$ cat config.mk
export PLATFORM = sky130hd
export DESIGN_NAME = wdt_pretimeout_top
export DESIGN_NICKNAME = d
export VERILOG_FILES = /design/src/rtl/wdt_pkg.sv /design/src/rtl/wdt_prescaler.sv /design/src/rtl/wdt_countdown.sv /design/src/rtl/wdt_rstout.sv /design/src/rtl/wdt_pretimeout_top.sv
export SDC_FILE = /design/constraint.sdc
export NUM_CORES = 1
export LEC_CHECK = 0
export CELL_PAD_IN_SITES_DETAIL_PLACEMENT = 1
export CELL_PAD_IN_SITES_GLOBAL_PLACEMENT = 2
export CORE_MARGIN = 1.5
export CORE_UTILIZATION = 34
export CTS_BUF_LIST = sky130_fd_sc_hd__clkbuf_4 sky130_fd_sc_hd__clkbuf_8
export DETAILED_ROUTE_END_ITERATION = 16
export GPL_TIMING_DRIVEN = 0
export PLACE_DENSITY_LB_ADDON = 0.1
export SKIP_CTS_REPAIR_TIMING = 1
export SKIP_LAST_GASP = 1
export SYNTH_ARGS = -nofsm -noshare
export SYNTH_HDL_FRONTEND = slang
export SYNTH_SLANG_ARGS = --single-unit
$ cat constraint.sdc
create_clock -name clk -period 4 [get_ports clk]
set_input_delay 0.8 -clock clk [delete_from_list [all_inputs] [get_ports clk]]
set_output_delay 0.8 -clock clk [all_outputs]
set_load 0.02 [all_outputs]
$ cat src/rtl/wdt_pkg.sv
package wdt_pkg;
    localparam int ADDR_W = 8;
    localparam int DATA_W = 32;
    localparam int DIV_W  = 3;

    localparam logic [ADDR_W-1:0] OFS_CTRL = 8'h00;
    localparam logic [ADDR_W-1:0] OFS_STAT = 8'h04;
    localparam logic [ADDR_W-1:0] OFS_PTO  = 8'h1C;
    localparam logic [ADDR_W-1:0] OFS_WDG  = 8'h34;

    localparam int B_PTO_EN  = 2;
    localparam int B_WDG_EN  = 8;
    localparam int B_WDG_FIX = 10;
    localparam int B_PTO_FIX = 12;
    localparam int B_DIV_LO  = 16;
    localparam int B_WDG_EXP = 31;
    localparam int B_PTO_EXP = 8;
    localparam int B_RO_EN   = 8;
    localparam int B_RO_MASK = 10;

    typedef struct packed {
        logic             pto_en;
        logic             wdg_en;
        logic             wdg_fix;
        logic             pto_fix;
        logic [DIV_W-1:0] div;
    } ctrl_t;
endpackage

$ cat src/rtl/wdt_prescaler.sv
module wdt_prescaler #(
    parameter int DIV_W = 3
) (
    input  logic             clk,
    input  logic             rst_n,
    input  logic [DIV_W-1:0] div_sel,
    output logic             tick_o
);
    localparam int CNT_W = (1 << DIV_W) - 1;

    logic [CNT_W-1:0] cnt_d, cnt_q, mask;

    always_comb begin
        cnt_d  = cnt_q + 1'b1;
        mask   = (CNT_W'(1) << div_sel) - CNT_W'(1);
        tick_o = &(cnt_q | ~mask);
    end

    always_ff @(posedge clk or negedge rst_n) begin
        if (!rst_n) cnt_q <= '0;
        else        cnt_q <= cnt_d;
    end

    // with a divider above one, two ticks never fall on adjacent clocks
    a_r2_tick_spacing: assert property (@(posedge clk) disable iff (!rst_n)
        (tick_o && div_sel != '0) |=> (!tick_o || !$stable(div_sel)));
endmodule

$ cat src/rtl/wdt_countdown.sv
module wdt_countdown #(
    parameter int W = 32
) (
    input  logic         clk,
    input  logic         rst_n,
    input  logic         run_i,
    input  logic         tick_i,
    input  logic         load_i,
    input  logic [W-1:0] load_val_i,
    output logic [W-1:0] count_o,
    output logic         expire_o
);
    logic [W-1:0] cnt_d, cnt_q;

    always_comb begin
        cnt_d    = cnt_q;
        expire_o = 1'b0;
        if (load_i) begin
            cnt_d = load_val_i;
        end else if (run_i && tick_i && cnt_q != '0) begin
            cnt_d    = cnt_q - 1'b1;
            expire_o = (cnt_q == W'(1));
        end
    end

    always_ff @(posedge clk or negedge rst_n) begin
        if (!rst_n) cnt_q <= '1;
        else        cnt_q <= cnt_d;
    end

    assign count_o = cnt_q;

    // one step down per tick
    a_r3_step: assert property (@(posedge clk) disable iff (!rst_n)
        (run_i && tick_i && !load_i && count_o != '0) |=> count_o == $past(count_o) - 1'b1);
    // frozen while disabled
    a_r3_freeze: assert property (@(posedge clk) disable iff (!rst_n)
        (!run_i && !load_i) |=> $stable(count_o));
    // zero is held until a reload
    a_r5_hold_zero: assert property (@(posedge clk) disable iff (!rst_n)
        (count_o == '0 && !load_i) |=> count_o == '0);
endmodule

$ cat src/rtl/wdt_rstout.sv
module wdt_rstout #(
    parameter int PULSE_LEN = 16,
    parameter int DATA_W    = 32
) (
    input  logic              clk,
    input  logic              rst_n,
    input  logic              wr_i,
    input  logic              mask_sel_i,
    input  logic              en_bit_i,
    input  logic              mask_bit_i,
    input  logic              wdg_run_i,
    input  logic              wdg_expire_i,
    output logic [DATA_W-1:0] rdata_o,
    output logic              rst_o
);
    import wdt_pkg::*;
    localparam int CW = $clog2(PULSE_LEN + 1);

    typedef struct packed {
        logic          en;
        logic          mask;
        logic [CW-1:0] cnt;
    } ro_t;

    ro_t s_d, s_q;
    logic gate;

    always_comb begin
        s_d  = s_q;
        gate = s_q.en && !s_q.mask && wdg_run_i;
        if (wr_i && !mask_sel_i) s_d.en   = en_bit_i;
        if (wr_i &&  mask_sel_i) s_d.mask = mask_bit_i;
        if (wdg_expire_i && gate)  s_d.cnt = CW'(PULSE_LEN);
        else if (s_q.cnt != '0)    s_d.cnt = s_q.cnt - 1'b1;
        rdata_o = '0;
        if (mask_sel_i) rdata_o[B_RO_MASK] = s_q.mask;
        else            rdata_o[B_RO_EN]   = s_q.en;
        rst_o = (s_q.cnt != '0) && gate;
    end

    always_ff @(posedge clk or negedge rst_n) begin
        if (!rst_n) s_q <= '0;
        else        s_q <= s_d;
    end

    // a gated expiry produces reset-out in the next clock
    a_r8_pulse_start: assert property (@(posedge clk) disable iff (!rst_n)
        (wdg_expire_i && s_q.en && !s_q.mask && wdg_run_i && !wr_i) |=> rst_o);
    // reset-out never shows while the watchdog is disabled
    a_r9_needs_run: assert property (@(posedge clk) disable iff (!rst_n)
        !wdg_run_i |-> !rst_o);
endmodule

$ cat src/rtl/wdt_pretimeout_top.sv
module wdt_pretimeout_top #(
    parameter int PULSE_LEN = 16
) (
    input  logic        clk,
    input  logic        rst_n,
    input  logic        ref_tick,
    input  logic        bus_sel_wdt,
    input  logic        bus_sel_rst,
    input  logic        bus_wr,
    input  logic [7:0]  bus_addr,
    input  logic [31:0] bus_wdata,
    output logic [31:0] bus_rdata,
    output logic        pto_irq,
    output logic        wdg_irq,
    output logic        rst_out
);
    import wdt_pkg::*;
    localparam int NCNT = 2;   // index 0: pretimeout, 1: watchdog

    typedef struct packed {
        ctrl_t ctrl;
        logic  wdg_flag;
        logic  pto_flag;
        logic  wdg_irq;
        logic  pto_irq;
    } top_t;

    top_t s_d, s_q;
    logic wdt_wr, div_tick;
    logic [NCNT-1:0] run, tick, load, expire;
    logic [DATA_W-1:0] cnt [NCNT];
    logic [DATA_W-1:0] ro_rdata;
    logic unused_wdata;

    assign wdt_wr = bus_sel_wdt && bus_wr;
    assign unused_wdata = ^{bus_addr[7:3], bus_addr[1:0]};

    wdt_prescaler #(.DIV_W(DIV_W)) u_pre (
        .clk(clk), .rst_n(rst_n), .div_sel(s_q.ctrl.div), .tick_o(div_tick)
    );

    for (genvar g = 0; g < NCNT; g++) begin : g_cnt
        assign run[g]  = (g == 0) ? s_q.ctrl.pto_en : s_q.ctrl.wdg_en;
        assign tick[g] = ((g == 0) ? s_q.ctrl.pto_fix : s_q.ctrl.wdg_fix) ? ref_tick : div_tick;
        assign load[g] = wdt_wr && (bus_addr == ((g == 0) ? OFS_PTO : OFS_WDG));
        wdt_countdown #(.W(DATA_W)) u_cd (
            .clk(clk), .rst_n(rst_n), .run_i(run[g]), .tick_i(tick[g]),
            .load_i(load[g]), .load_val_i(bus_wdata),
            .count_o(cnt[g]), .expire_o(expire[g])
        );
    end

    wdt_rstout #(.PULSE_LEN(PULSE_LEN), .DATA_W(DATA_W)) u_ro (
        .clk(clk), .rst_n(rst_n),
        .wr_i(bus_sel_rst && bus_wr), .mask_sel_i(bus_addr[2]),
        .en_bit_i(bus_wdata[B_RO_EN]), .mask_bit_i(bus_wdata[B_RO_MASK]),
        .wdg_run_i(s_q.ctrl.wdg_en), .wdg_expire_i(expire[1]),
        .rdata_o(ro_rdata), .rst_o(rst_out)
    );

    always_comb begin
        s_d = s_q;
        s_d.pto_irq = expire[0];
        s_d.wdg_irq = expire[1];
        if (wdt_wr && bus_addr == OFS_CTRL) begin
            s_d.ctrl.pto_en  = bus_wdata[B_PTO_EN];
            s_d.ctrl.wdg_en  = bus_wdata[B_WDG_EN];
            s_d.ctrl.wdg_fix = bus_wdata[B_WDG_FIX];
            s_d.ctrl.pto_fix = bus_wdata[B_PTO_FIX];
            s_d.ctrl.div     = bus_wdata[B_DIV_LO +: DIV_W];
        end
        if (wdt_wr && bus_addr == OFS_STAT) begin
            if (!bus_wdata[B_WDG_EXP]) s_d.wdg_flag = 1'b0;
            if (!bus_wdata[B_PTO_EXP]) s_d.pto_flag = 1'b0;
        end
        if (expire[1]) s_d.wdg_flag = 1'b1;
        if (expire[0]) s_d.pto_flag = 1'b1;
    end

    always_ff @(posedge clk or negedge rst_n) begin
        if (!rst_n) s_q <= '0;
        else        s_q <= s_d;
    end

    always_comb begin
        bus_rdata = '0;
        if (bus_sel_rst) begin
            bus_rdata = ro_rdata;
        end else if (bus_sel_wdt) begin
            case (bus_addr)
                OFS_CTRL: begin
                    bus_rdata[B_PTO_EN]            = s_q.ctrl.pto_en;
                    bus_rdata[B_WDG_EN]            = s_q.ctrl.wdg_en;
                    bus_rdata[B_WDG_FIX]           = s_q.ctrl.wdg_fix;
                    bus_rdata[B_PTO_FIX]           = s_q.ctrl.pto_fix;
                    bus_rdata[B_DIV_LO +: DIV_W]   = s_q.ctrl.div;
                end
                OFS_STAT: begin
                    bus_rdata[B_WDG_EXP] = s_q.wdg_flag;
                    bus_rdata[B_PTO_EXP] = s_q.pto_flag;
                end
                OFS_PTO: bus_rdata = cnt[0];
                OFS_WDG: bus_rdata = cnt[1];
                default: bus_rdata = '0;
            endcase
        end
    end

    assign pto_irq = s_q.pto_irq;
    assign wdg_irq = s_q.wdg_irq;

    // interrupt is a single clock wide
    a_r5_single_pulse: assert property (@(posedge clk) disable iff (!rst_n)
        wdg_irq |=> !wdg_irq);
    // flag only rises together with the interrupt
    a_r5_flag_with_irq: assert property (@(posedge clk) disable iff (!rst_n)
        $rose(s_q.wdg_flag) |-> wdg_irq);
    // the counter is at zero when the interrupt shows
    a_r5_zero_at_irq: assert property (@(posedge clk) disable iff (!rst_n)
        pto_irq |-> cnt[0] == '0);
    // writing one to a set flag keeps it
    a_r6_write_one_keeps: assert property (@(posedge clk) disable iff (!rst_n)
        (wdt_wr && bus_addr == OFS_STAT && bus_wdata[B_WDG_EXP] && s_q.wdg_flag) |=> s_q.wdg_flag);
endmodule

; Word level (Yosys, flattened, before mapping)
; Cells that the tools add are included.
[op_classes]
add_sub_neg = 5
n_bitwise = 2
shift = 1
eq_ne = 7
muxes = 33
n_reduce_logical = 30
[ops]
columns = operator, n
row1 = $mux 32, 6
row2 = $eq 32x1->1 const B, 2
row3 = $reduce_bool 32->1, 2
row4 = $sub 32x1->32 const B, 2
row5 = $pmux 12 s2, 1
row6 = $logic_and 1x1->1, 16
row7 = $mux 1, 12
row8 = $pmux 1 s3, 4
row9 = $mux 5, 2
row10 = $pmux 5 s2, 1
row11 = $reduce_bool 2->1, 5
row12 = $pmux 3 s3, 1
row13 = $eq 8x3->1 const B, 1
row14 = $eq 8x5->1 const B, 1
row15 = $eq 8x6->1 const B, 1
row16 = $logic_not 8->1, 1
row17 = $add 7x1->7 const B, 1
row18 = $not 7->7, 1
row19 = $or 7x7->7, 1
row20 = $reduce_and 7->1, 1
row21 = $shl 1x3->7 const A, 1
row22 = $sub 7x2->7 const B, 1
row23 = $pmux 3 s2, 1
row24 = $reduce_bool 5->1, 1
row25 = 8 further kinds, 12
[totals]
output_inout_bits = 35
wordCells = 93
reg_bits = 89

; Depth between registers and ports, before layout
[depth]
depth_word = 12
ltp_mapped = 9
depth_no_buf = 8

; Modules after synthesis
; From an unflattened synthesis, not the netlist that was laid out.
[hier_totals]
cells_unflattened = 741
area_unflattened_um2 = 6582.6
[by_module_without_submodules]
columns = module, n_inst, cells_per_inst, area_each_um2
row1 = wdt_countdown, 2, 238, 2113.3
row2 = wdt_pretimeout_top, 1, 172, 1446.4
row3 = wdt_rstout, 1, 66, 598.1
row4 = wdt_prescaler, 1, 27, 311.5

; Worst setup path before layout
; No wires, ideal clock.
[synth_path]
path_kind = input port to output port
startpoint = input port bus_addr[1]
endpoint = output port bus_rdata[10]
required_time_ns = 3.200
cell_stages = 8
t_arrival_ns = 2.893
setup_slack_ns = 0.307
path_cell_list = nor4_1 > nor4b_1 > nor2b_1 > clkbuf_1 > nor3_1 > or2_2 > clkbuf_1 > o21ai_0
[synth_between]
elab_chain_len = 4
[synth_rtl]
columns = element, line
row1 = "start, declared", wdt_pretimeout_top.sv:10  ; input logic [7:0] bus_addr,
row2 = $eq 8x6->1 (tied with other cells), wdt_pretimeout_top.sv:90  ; case (bus_addr)
row3 = $pmux 1 s3 *, wdt_pretimeout_top.sv:90
row4 = $mux 32 *, wdt_pretimeout_top.sv:89  ; end else if (bus_sel_wdt) begin
row5 = $mux 32 *, wdt_pretimeout_top.sv:87  ; if (bus_sel_rst) begin
row6 = "end, declared", wdt_pretimeout_top.sv:12  ; output logic [31:0] bus_rdata,
; Every way passes the cells marked *; elsewhere a longest branch is shown, timed or not.

; Worst setup path after layout
[layout_path]
startpoint = input port bus_addr[1]
endpoint = output port bus_rdata[1]
[layout_between]
elab_chain_len = 4
[layout_rtl]
columns = element, line
row1 = $eq 8x6->1 / $eq 8x5->1 (equally long branches), wdt_pretimeout_top.sv:90
row2 = $pmux 2 s2 *, wdt_pretimeout_top.sv:90
row3 = $mux 32 *, wdt_pretimeout_top.sv:89
row4 = $mux 32 *, wdt_pretimeout_top.sv:87
; Marks and branches as above.

==> flow_summary.html <==
<table>
<tr><th>Metric</th><th>Value</th></tr>
<tr><th colspan="2">Run status</th></tr>
<tr><td>Violated checks</td><td>setup timing</td></tr>
<tr><td>Status</td><td>finished with violations</td></tr>
<tr><th colspan="2">Logic synthesis</th></tr>
<tr><td>Warning count from the yosys run</td><td>0</td></tr>
<tr><td>Prevailing post-synth register cell</td><td>sky130_fd_sc_hd__dfstp_2</td></tr>
<tr><td>Mean cell area of the mapped netlist</td><td>8.80 um^2</td></tr>
<tr><td>Synthesized instance count</td><td>629</td></tr>
<tr><td>Share of the yosys chip area belonging to registers</td><td>0.417</td></tr>
<tr><td>Share of synthesized area spent on multiplexers</td><td>0.0224</td></tr>
<tr><td>Combinational family with the most area after synthesis</td><td>simple AND/OR/NAND/NOR gates</td></tr>
<tr><td>Complex-gate fraction of the synthesized area</td><td>0.143</td></tr>
<tr><td>Synthesized net count</td><td>683</td></tr>
<tr><td>Area share of fa/ha/maj cells after synthesis</td><td>0.0181</td></tr>
<tr><td>Post-synthesis async set-or-reset flop share</td><td>1.00</td></tr>
<tr><td>Xor-xnor portion of the synthesized cell area</td><td>0.101</td></tr>
<tr><td>Distinct cell type count after synthesis</td><td>55</td></tr>
<tr><td>Register bit total from synthesis</td><td>89</td></tr>
<tr><td>Area of the mapped netlist</td><td>5540 um^2</td></tr>
<tr><td>Simple-gate share of the synthesized area</td><td>0.267</td></tr>
<tr><td>Number of enable flip-flop cells after synthesis</td><td>0</td></tr>
<tr><th colspan="2">Pwr</th></tr>
<tr><td>Share of total power in sequential cells</td><td>0.434</td></tr>
<tr><td>Internal portion of total power</td><td>1.94 mW</td></tr>
<tr><td>Relative contribution of combinational cells to total power</td><td>0.358</td></tr>
<tr><td>Leakage</td><td>2.93 nW</td></tr>
<tr><td>Power density over the cells</td><td>467 nW/um^2</td></tr>
<tr><td>Net switching power</td><td>1.32 mW</td></tr>
<tr><td>Fraction of power spent switching nets</td><td>0.405</td></tr>
<tr><td>Fraction of power consumed by the clock network</td><td>0.208</td></tr>
<tr><td>Worst vdd ir</td><td>0.000217 V</td></tr>
<tr><th colspan="2">Drt</th></tr>
<tr><td>Number of nets with antenna violations after routing</td><td>0</td></tr>
<tr><td>Final routed wirelength across all metal layers</td><td>20,600 um</td></tr>
<tr><td>Number of iterations in the first detailed-routing pass</td><td>5</td></tr>
<tr><td>Total number of vias</td><td>5,293</td></tr>
<tr><td>Post-DR vias/cell</td><td>5.58</td></tr>
<tr><td>Routed length per instance</td><td>21.7 um</td></tr>
<tr><td>DRC violations left</td><td>0</td></tr>
<tr><td>Number of violations reported at the end of detailed-routing iteration 0</td><td>305</td></tr>
<tr><th colspan="2">Clock network</th></tr>
<tr><td>Clock transition at the register clock pins on the worst setup and hold paths after CTS</td><td>100 ps</td></tr>
<tr><td>Count of H-tree levels built during CTS</td><td>3</td></tr>
<tr><td>Clock Latency Late Sink</td><td>390 ps</td></tr>
<tr><td>Num CTS Buffers</td><td>9</td></tr>
<tr><td>Root Buffer</td><td>sky130_fd_sc_hd__clkbuf_8</td></tr>
<tr><td>Clock Path Buffers</td><td>2</td></tr>
<tr><td>Clock tree sinks</td><td>89</td></tr>
<tr><td>CTS tree</td><td>done</td></tr>
<tr><th colspan="2">Setup path</th></tr>
<tr><td>Critical Path Sink Type</td><td>output port</td></tr>
<tr><td>RR Startpoint</td><td>s_q[4]$_DFFE_PN0P_</td></tr>
<tr><td>Worst reg2reg path depth</td><td>9</td></tr>
<tr><td>Sort of element at the start of the critical path</td><td>input port</td></tr>
<tr><td>Worst setup path endpoint</td><td>bus_rdata[1]</td></tr>
<tr><td>Data required time of the worst path</td><td>3200 ps</td></tr>
<tr><td>Critical path fanouts, max</td><td>10</td></tr>
<tr><td>Endpoint of the worst-slack reg-to-reg timing path</td><td>g_cnt[1].u_cd.count_o[30]$_DFFE_PN1P_</td></tr>
<tr><td>Startpoint-to-endpoint class of the critical path</td><td>in -&gt; out</td></tr>
<tr><td>Internal reg-to-reg setup slack</td><td>1080 ps</td></tr>
<tr><td>Signal arrival time at the worst endpoint</td><td>3210 ps</td></tr>
<tr><td>Launching instance or port of the critical path</td><td>bus_addr[1]</td></tr>
<tr><th colspan="2">Placement</th></tr>
<tr><td>Final HPWL DP</td><td>15,700 um</td></tr>
<tr><td>Last weighted congestion value of the routability-driven placer</td><td>0.902</td></tr>
<tr><td>Port-buffer cells</td><td>79</td></tr>
<tr><th colspan="2">STA</th></tr>
<tr><td>Aggregate negative setup slack</td><td>-10.6 ps</td></tr>
<tr><td>Total count of max-transition violations in the final report</td><td>0</td></tr>
<tr><td>Final setup margin</td><td>-10.6 ps</td></tr>
<tr><td>Peak clock frequency supported by timing</td><td>249 MHz</td></tr>
<tr><td>Final worst path period share</td><td>1.00</td></tr>
<tr><td>Final setup fails</td><td>1</td></tr>
<tr><td>Largest clock skew in the final design</td><td>10.5 ps</td></tr>
<tr><td>Worst Hold Margin</td><td>334 ps</td></tr>
<tr><td>Unrepaired setup endpoints after global routing</td><td>true</td></tr>
<tr><td>Shortest clock period the worst path allows after layout</td><td>4010 ps</td></tr>
<tr><td>Final hold vios</td><td>0</td></tr>
<tr><td>Worst-case headroom to the max-slew limit</td><td>0.291</td></tr>
<tr><td>Transition time at the pin with the least slew margin</td><td>1050 ps</td></tr>
<tr><th colspan="2">Floorplanning</th></tr>
<tr><td>Die span in x</td><td>131 um</td></tr>
<tr><td>Die height</td><td>131 um</td></tr>
<tr><td>Core region area</td><td>15,900 um^2</td></tr>
<tr><td>Total number of placement rows</td><td>46</td></tr>
<tr><td>Count of boundary I/O pins</td><td>81</td></tr>
<tr><td>Initial core utilization</td><td>0.349</td></tr>
<tr><td>Die Outline Area</td><td>17,100 um^2</td></tr>
<tr><th colspan="2">Flow run</th></tr>
<tr><td>Total of max-cap violations</td><td>0</td></tr>
<tr><th colspan="2">Global routing</th></tr>
<tr><td>Initial antenna violation count</td><td>0</td></tr>
<tr><td>Largest net degree at the start of global routing</td><td>61</td></tr>
<tr><td>Total routing usage reported by global routing</td><td>0.250</td></tr>
<tr><td>Wire length of the first global-routing pass</td><td>31,300 um</td></tr>
<tr><td>Residual overflow from global routing</td><td>0</td></tr>
<tr><td>Via count of the first global-routing pass</td><td>5,241</td></tr>
<tr><th colspan="2">Final layout</th></tr>
<tr><td>Leading cell type in the layout, fill and taps excluded</td><td>sky130_fd_sc_hd__nor2_1</td></tr>
<tr><td>Most frequent cells in the layout</td><td>sky130_fd_sc_hd__nor2_1 (90), sky130_fd_sc_hd__dfstp_2 (64), sky130_fd_sc_hd__nand2_1 (56)</td></tr>
<tr><td>Share of layout cells above drive strength 1</td><td>0.180</td></tr>
<tr><td>Antenna Cells</td><td>0</td></tr>
<tr><td>Final core utilization</td><td>0.440</td></tr>
<tr><td>P&amp;R area growth vs syn</td><td>26.3%</td></tr>
<tr><td>Number of nets in the layout</td><td>782</td></tr>
<tr><th colspan="2">Worst hold path</th></tr>
<tr><td>Kind of path behind the tightest hold check</td><td>in -&gt; async</td></tr>
</table>
cell families (layout without fill, tap and decap cells):
| family | after synthesis | count (layout) |
|---|---|---|
| xor+xnor | 64 | 64 |
| simple gates | 287 | 287 |
| fa+ha+maj | 8 | 8 |
| buf+inv | 44 | 148 |
| compound gates | 126 | 126 |
| mux | 11 | 11 |
| flops | 89 | 89 |
stage by stage:
stage	setup WS, ps	cell area, um^2	total power, mW	cells
after floorplan	307	5540	2.14	629
after global placement	-1350	6600	2.54	924
after detailed placement	-908	6620	2.58	925
after CTS	-921	6830	3.27	941
after global routing	-111	7000	3.47	949
final	-10.6	7000	3.27	949
power by group through the flow:
stage               combinational [mW]  sequential (mW)  clock [mW]
floorplan                        0.825             1.31           0
global placement                  1.13             1.42           0
detailed placement                1.16             1.43           0
CTS                               1.16             1.41       0.700
global route                      1.30             1.44       0.734
finish                            1.17             1.42       0.681
synth_stat cells, types with 2 or more instances:
| master | count | area [um^2] |
|---|---|---|
| sky130_fd_sc_hd__a222oi_1 | 7 | 70.1 |
| sky130_fd_sc_hd__o21ai_1 | 7 | 35.0 |
| sky130_fd_sc_hd__o41ai_1 | 2 | 17.5 |
| sky130_fd_sc_hd__nor2b_1 | 5 | 31.3 |
| sky130_fd_sc_hd__inv_1 | 10 | 37.5 |
| sky130_fd_sc_hd__mux2_2 | 11 | 124 |
| sky130_fd_sc_hd__o211ai_1 | 2 | 15.0 |
| sky130_fd_sc_hd__and3_1 | 5 | 31.3 |
| sky130_fd_sc_hd__and4_1 | 2 | 17.5 |
| sky130_fd_sc_hd__or3_1 | 11 | 68.8 |
| sky130_fd_sc_hd__xnor2_1 | 36 | 315 |
| sky130_fd_sc_hd__or4_1 | 6 | 45.0 |
| sky130_fd_sc_hd__nor3b_1 | 2 | 15.0 |
| sky130_fd_sc_hd__dfstp_2 | 64 | 1680 |
| sky130_fd_sc_hd__nor2_1 | 92 | 345 |
| sky130_fd_sc_hd__or2_2 | 2 | 12.5 |
| sky130_fd_sc_hd__buf_2 | 4 | 20.0 |
| sky130_fd_sc_hd__ha_1 | 8 | 100 |
| sky130_fd_sc_hd__nor4b_1 | 3 | 26.3 |
| sky130_fd_sc_hd__nand4b_1 | 3 | 26.3 |
| sky130_fd_sc_hd__xor2_1 | 28 | 245 |
| sky130_fd_sc_hd__nand3_1 | 19 | 95.1 |
| sky130_fd_sc_hd__dfrtp_1 | 25 | 626 |
| sky130_fd_sc_hd__o21ai_0 | 39 | 195 |
| sky130_fd_sc_hd__clkbuf_1 | 29 | 109 |
| sky130_fd_sc_hd__nand4_1 | 19 | 119 |
| sky130_fd_sc_hd__nor3_1 | 20 | 100 |
| sky130_fd_sc_hd__o311ai_0 | 2 | 17.5 |
| sky130_fd_sc_hd__nor4_1 | 21 | 131 |
| sky130_fd_sc_hd__nor4_2 | 2 | 25.0 |
| sky130_fd_sc_hd__a22o_1 | 2 | 17.5 |
| sky130_fd_sc_hd__a22oi_1 | 25 | 188 |
| sky130_fd_sc_hd__a21oi_1 | 24 | 120 |
| sky130_fd_sc_hd__o31ai_1 | 2 | 15.0 |
| sky130_fd_sc_hd__nand2b_1 | 8 | 50.1 |
| sky130_fd_sc_hd__nand2_1 | 56 | 210 |
| sky130_fd_sc_hd__and2_1 | 2 | 12.5 |
| sky130_fd_sc_hd__a31oi_1 | 7 | 43.8 |
sequential cells by signal (all words and copies together) (netlist names):
name and count:
u_pre.cnt_q 7, run 2, u_ro.s_q 7, wdg_irq 1, g_cnt.u_cd.count_o 64, s_q 7, pto_irq 1
per-layer routing:
metal / wire length [um] / track usage
met4: 306 / 0.0743
met3: 951 / 0.0289
met1: 9920 / 0.368
met5: 0 / 0
met2: 9380 / 0.386
area by class of cell:
type	count	area, um^2
Inverter	10	37.5
Timing Repair Buffer	88	903
Clock buffer	10	138
Sequential cell	89	2310
Clock inverter	6	65.1
Multi-Input combinational cell	496	3110
Buffer	34	164
Fill cell	1923	8890
Tap cell	216	270
worst min path at each step:
stage / to / depth (start not counted) / slack [ps] / start
global placement: u_pre.cnt_q[6]$_DFF_PN0_ / 1 / 460 / u_pre.cnt_q[6]$_DFF_PN0_
finish: u_pre.cnt_q[0]$_DFF_PN0_ / 1 / 330 / rst_n
floorplan: u_pre.cnt_q[6]$_DFF_PN0_ / 1 / 440 / u_pre.cnt_q[6]$_DFF_PN0_
global route: u_pre.cnt_q[3]$_DFF_PN0_ / 1 / 350 / rst_n
CTS: u_pre.cnt_q[3]$_DFF_PN0_ / 1 / 340 / rst_n
detailed placement: u_pre.cnt_q[6]$_DFF_PN0_ / 1 / 460 / u_pre.cnt_q[6]$_DFF_PN0_
worst max-delay path, stage by stage:
cell	delay [ps]
sky130_fd_sc_hd__clkdlybuf4s50_1	450
sky130_fd_sc_hd__nor4_4	330
sky130_fd_sc_hd__buf_4	180
sky130_fd_sc_hd__nand3_4	130
sky130_fd_sc_hd__nor2_4	230
sky130_fd_sc_hd__clkbuf_4	260
sky130_fd_sc_hd__a22oi_1	110
sky130_fd_sc_hd__nor2_1	110
sky130_fd_sc_hd__clkdlybuf4s50_1	620
(Power assumes the default switching activity.)
